<file path="config.mk">
export PLATFORM = sky130hd
export DESIGN_NAME = rxg_lock_guard
export DESIGN_NICKNAME = d
export VERILOG_FILES = /design/src/rtl/rxg_pkg.sv /design/src/rtl/rxg_key_lock.sv /design/src/rtl/rxg_ctrl_reg.sv /design/src/rtl/rxg_read_mux.sv /design/src/rtl/rxg_lock_guard.sv
export SDC_FILE = /design/constraint.sdc
export NUM_CORES = 1
export LEC_CHECK = 0
export BUFFER_PORTS_ARGS = -buffer_cell sky130_fd_sc_hd__buf_2
export CAP_MARGIN = 20
export CORE_ASPECT_RATIO = 1.4
export CORE_MARGIN = 1
export CORE_UTILIZATION = 55
export DETAILED_ROUTE_END_ITERATION = 8
export MAX_ROUTING_LAYER = met4
export PLACE_DENSITY = 0.85
export SLEW_MARGIN = 20
export SYNTH_ARGS = -nofsm -noshare
export SYNTH_HDL_FRONTEND = slang
export SYNTH_SLANG_ARGS = --single-unit
</file>
<file path="constraint.sdc">
create_clock -name clk -period 3.1 [get_ports clk]
set_input_delay 0 -clock clk [delete_from_list [all_inputs] [get_ports clk]]
set_output_delay 0 -clock clk [all_outputs]
set_load 0.01 [all_outputs]
</file>
<file path="src/rtl/rxg_pkg.sv">
package rxg_pkg;
  localparam int unsigned KEY_W   = 8;
  localparam logic [KEY_W-1:0] UNLOCK_KEY = 8'hA5;

  function automatic logic key_ok(input logic [KEY_W-1:0] k);
    return k == UNLOCK_KEY;
  endfunction
endpackage

</file>
<file path="src/rtl/rxg_key_lock.sv">
module rxg_key_lock
  import rxg_pkg::*;
#(
  parameter int unsigned DATA_W = 16
) (
  input  logic              clk,
  input  logic              rst,
  input  logic              hit,
  input  logic [DATA_W-1:0] wdata,
  output logic              lock_q
);
  localparam int unsigned KEY_LSB = DATA_W - KEY_W;

  logic accept;

  // Sticky: once set, the register refuses every write until reset.
  assign accept = hit && !lock_q && key_ok(wdata[DATA_W-1:KEY_LSB]);

  always_ff @(posedge clk) begin
    if (rst)         lock_q <= 1'b0;
    else if (accept) lock_q <= wdata[0];
  end
endmodule

</file>
<file path="src/rtl/rxg_ctrl_reg.sv">
module rxg_ctrl_reg #(
  parameter int unsigned DATA_W   = 16,
  parameter bit          LOCKABLE = 1'b1
) (
  input  logic              clk,
  input  logic              rst,
  input  logic              hit,
  input  logic              locked,
  input  logic [DATA_W-1:0] wdata,
  output logic [DATA_W-1:0] q
);
  logic take;

  generate
    if (LOCKABLE) begin : g_guarded
      assign take = hit && !locked;
    end else begin : g_open
      logic unused_lock;
      assign unused_lock = locked;
      assign take = hit;
    end
  endgenerate

  always_ff @(posedge clk) begin
    if (rst)       q <= '0;
    else if (take) q <= wdata;
  end
endmodule

</file>
<file path="src/rtl/rxg_read_mux.sv">
module rxg_read_mux #(
  parameter int unsigned NUM_REGS = 4,
  parameter int unsigned DATA_W   = 16,
  parameter int unsigned ADDR_W   = 3
) (
  input  logic                       clk,
  input  logic                       rst,
  input  logic [ADDR_W-1:0]          addr,
  input  logic [NUM_REGS*DATA_W-1:0] regs,
  input  logic                       locked,
  output logic [DATA_W-1:0]          rdata
);
  localparam logic [ADDR_W-1:0] LOCK_ADDR = ADDR_W'(NUM_REGS);

  logic [DATA_W-1:0] sel;

  always_comb begin
    sel = '0;
    for (int i = 0; i < NUM_REGS; i++) begin
      if (addr == ADDR_W'(i)) sel = regs[i*DATA_W +: DATA_W];
    end
    if (addr == LOCK_ADDR) sel = {{(DATA_W-1){1'b0}}, locked};
  end

  always_ff @(posedge clk) begin
    if (rst) rdata <= '0;
    else     rdata <= sel;
  end
endmodule

</file>
<file path="src/rtl/rxg_lock_guard.sv">
module rxg_lock_guard #(
  parameter int unsigned NUM_REGS  = 4,
  parameter int unsigned DATA_W    = 16,
  parameter int unsigned ADDR_W    = 3,
  parameter logic [NUM_REGS-1:0] LOCK_MASK = 4'b0101
) (
  input  logic                       clk,
  input  logic                       sys_rst,
  input  logic                       wr_en,
  input  logic [ADDR_W-1:0]          wr_addr,
  input  logic [DATA_W-1:0]          wr_data,
  input  logic [ADDR_W-1:0]          rd_addr,
  output logic [DATA_W-1:0]          rd_data,
  output logic                       locked,
  output logic [NUM_REGS*DATA_W-1:0] ctrl_q
);
  localparam logic [ADDR_W-1:0] LOCK_ADDR = ADDR_W'(NUM_REGS);

  logic lock_hit;
  assign lock_hit = wr_en && (wr_addr == LOCK_ADDR);

  rxg_key_lock #(.DATA_W(DATA_W)) u_lock (
    .clk    (clk),
    .rst    (sys_rst),
    .hit    (lock_hit),
    .wdata  (wr_data),
    .lock_q (locked)
  );

  generate
    for (genvar i = 0; i < NUM_REGS; i++) begin : g_reg
      logic hit;
      assign hit = wr_en && (wr_addr == ADDR_W'(i));
      rxg_ctrl_reg #(.DATA_W(DATA_W), .LOCKABLE(LOCK_MASK[i])) u_reg (
        .clk    (clk),
        .rst    (sys_rst),
        .hit    (hit),
        .locked (locked),
        .wdata  (wr_data),
        .q      (ctrl_q[i*DATA_W +: DATA_W])
      );
    end
  endgenerate

  rxg_read_mux #(.NUM_REGS(NUM_REGS), .DATA_W(DATA_W), .ADDR_W(ADDR_W)) u_rd (
    .clk    (clk),
    .rst    (sys_rst),
    .addr   (rd_addr),
    .regs   (ctrl_q),
    .locked (locked),
    .rdata  (rd_data)
  );
endmodule

</file>
==> flow_summary_export.csv <==
group,metric,value,unit
run_status,outcome,"completed",
drt,wirelength,8820,um
floorplanning,die_w,69.0,um
worst_hold_path,hold_path_class,"in -> reg",
sta,period_needed,1.74,ns
floorplanning,dieArea,6600,um2
sta,setup_viol,0,
sta,max_slew.worst_pin.slew,0.941,ns
place,portBuffers,105,
critical_path,cp_max_fo,16,
pwr,power_density,479,nW/um2
drt,vias_per_cell,5.49,
drt,wl_per_cell,16.0,um
global_route,grt_pass1_wl,13300,um
clock_network,root_buffer,"clkbuf_8",
synthesis,synth_top_area_cell,"dfxtp_1",
synthesis,synth_area_per_cell,9.33,um2
floorplanning,io_pins,106,
drt,vias,3025,
critical_path,criticalPathCategory,"reg -> reg",
sta,timing.final.hold_violations,0,
clock_network,cts_sinks,81,
clock_network,clk-insertion-delay-late,0.35,ns
sta,fin_skew,0.00621,ns
place,place_congestion,0.895,
floorplanning,core-area,5950,um2
critical_path,cp-end-kind,"flop",
synthesis,yosysTopAreaCellShare,47.0,%
layout,layout-drive-gt1-share,26.6,%
synthesis,netlist_instances,370,
drt,drt_iter0_markers,175,
drt,remaining_drc_errors,0,
synthesis,ys_warn_count,0,
global_route,grt_usage,28.5,%
synthesis,ys_top_cells_by_area,"dfxtp_1 (47%), mux2i_1 (18%), nand2b_1 (9.1%)",
pwr,leakagePower,0.00202,uW
sta,max_clock_freq,575,MHz
synthesis,yosys.cell_types.count,27,
drt,drt_pass1_iterations,5,
sta,slew_headroom,37.2,%
sta,tns,0,ns
critical_path,crit_required,3.30,ns
sta,hold_ws,0.0369,ns
sta,finalCritPeriodShare,56.1,%
synthesis,syn-cell-area,3450,um2
clock_network,clk_pin_slew,0.08,ns
layout,layout_common_cells,"buf_2 (105), dfxtp_1 (81), nand2_1 (64)",
floorplanning,start_util,58.1,%
synthesis,seq_area_frac_synth,47.0,%
synthesis,synth_nets,395,
layout,layout_commonest_cell,"buf_2",
place,dp_hpwl,6010,um
global_route,antenna_found_initial,0,
critical_path,crit_path_start_kind,"flop",
layout,fin_nets,501,
layout,n_antenna_cell,0,
place,dpl_cell_area,3960,um2
synthesis,ys_ff_latch,81,
layout,fin_area,4340,um2
drt,ant_nets,0,
critical_path,cp.arrival,1.93,ns
floorplanning,std_cell_rows,33,
sta,rsz0062_at_grt,"no",
floorplanning,die_y,95.8,um
clock_network,numCtsBuffers,9,
clock_network,clk_path_buf_depth,2,
global_route,overflow,0,
layout,area_growth,25.6,%
global_route,first_global_vias,2637,
run,maxCapViolations,0,
clock_network,htree_levels,3,
sta,finalMaxSlewViolations,0,
clock_network,cts_tree,"yes",
pwr,irDropWorstVdd,268,uV
global_route,grt_max_degree,83,
==> power by group <==
part	internal [uW]	leakage, uW	switching (uW)
clock	437	0.000105	375
combinational	84.5	0.00126	107
sequential	1060	0.000655	14.9
total	1580	0.00202	497
==> state kept, by name, summed over array words and instances (netlist names) <==
signal         count
g.u_reg.q         64
u_lock.lock_q      1
u_rd.rdata        16
==> final cells by class <==
class	instances	area, um2
Clock buffer	12	165
Clock inverter	4	50.0
Fill cell	444	1610
Multi-Input combinational cell	260	1700
Sequential cell	81	1620
Tap cell	70	87.6
Timing Repair Buffer	124	708
==> worst max-delay path: stages (launching register included) <==
cell and delay, ns:
dfxtp_1 0.36, or4b_1 0.97, mux2i_1 0.25
==> metrics by stage <==
step / instances / util, % / worst slack, ns / power (uW)
after CTS: 551 / 72.9 / 1.36 / 2080
after detailed placement: 519 / 66.6 / 1.37 / 1270
after global routing: 551 / 72.9 / 1.29 / 2150
final: 551 / 72.9 / 1.36 / 2080
after floorplan: 370 / - / 1.68 / 1200
after global placement: 519 / 66.6 / 1.43 / 1270
==> cell families (layout without fill, tap and decap cells) <==
group | count (synthesis) | count (layout) | synth area share, %
AO/OA/AOI/OAI | 51 | 51 | 8.15
buffers and inverters | 29 | 140 | 3.88
flip-flops | 81 | 81 | 47.0
multiplexers | 63 | 63 | 18.3
AND/OR/NAND/NOR | 146 | 146 | 22.8
==> synthesized netlist by cell type <==
cell type / count
dfxtp_1: 81
nand2_1: 64
mux2i_1: 63
nand2b_1: 50
a21oi_1: 33
clkbuf_1: 20
and2_1: 16
o22ai_1: 15
buf_2: 5
and4b_1: 2
buf_6: 2
nor2_1: 2
nor4b_1: 2
or2_2: 2
a311oi_1: 1
a41oi_1: 1
and4bb_2: 1
buf_1: 1
buf_4: 1
nand4b_1: 1
nand4bb_1: 1
nor3b_1: 1
nor4_1: 1
o21ai_0: 1
or4_1: 1
or4b_1: 1
or4bb_1: 1
==> metal layers <==
metal  global-route usage [%]  up-vias  routed length (um)
li1                         -     1467                   -
met1                     38.9     1423                3810
met2                     41.3      115                4310
met3                     5.21       20                 494
met4                     11.2        0                 209
met5                        -        -                   0
==> timing repair <==
item                                    in CTS  in global routing
hold buffers                                16                  0
hold endpoints to repair                    57                  0
endpoints found under the setup margin       0                  0
setup buffers                                0                  0
gates resized for setup                      0                  0
==> path summary, 6_finish.rpt <==
| kind | startpoint | end | slack (ns) | cells after the start |
|---|---|---|---|---|
| worst max-delay path | u_lock.lock_q$_SDFFE_PP0P_ | g_reg[2].u_reg.q[13]$_SDFFE_PP0P_ | 1.36 | 2 |
| worst min-delay path | rd_addr[2] | u_rd.rdata[0]$_SDFF_PP0_ | 0.04 | 3 |
| worst max register to register | u_lock.lock_q$_SDFFE_PP0P_ | g_reg[2].u_reg.q[13]$_SDFFE_PP0P_ | 1.36 | 2 |
| worst min register to register | g_reg[3].u_reg.q[13]$_SDFFE_PP0P_ | g_reg[3].u_reg.q[13]$_SDFFE_PP0P_ | 0.47 | 2 |
No activity file was read; power rests on OpenSTA's default activity.
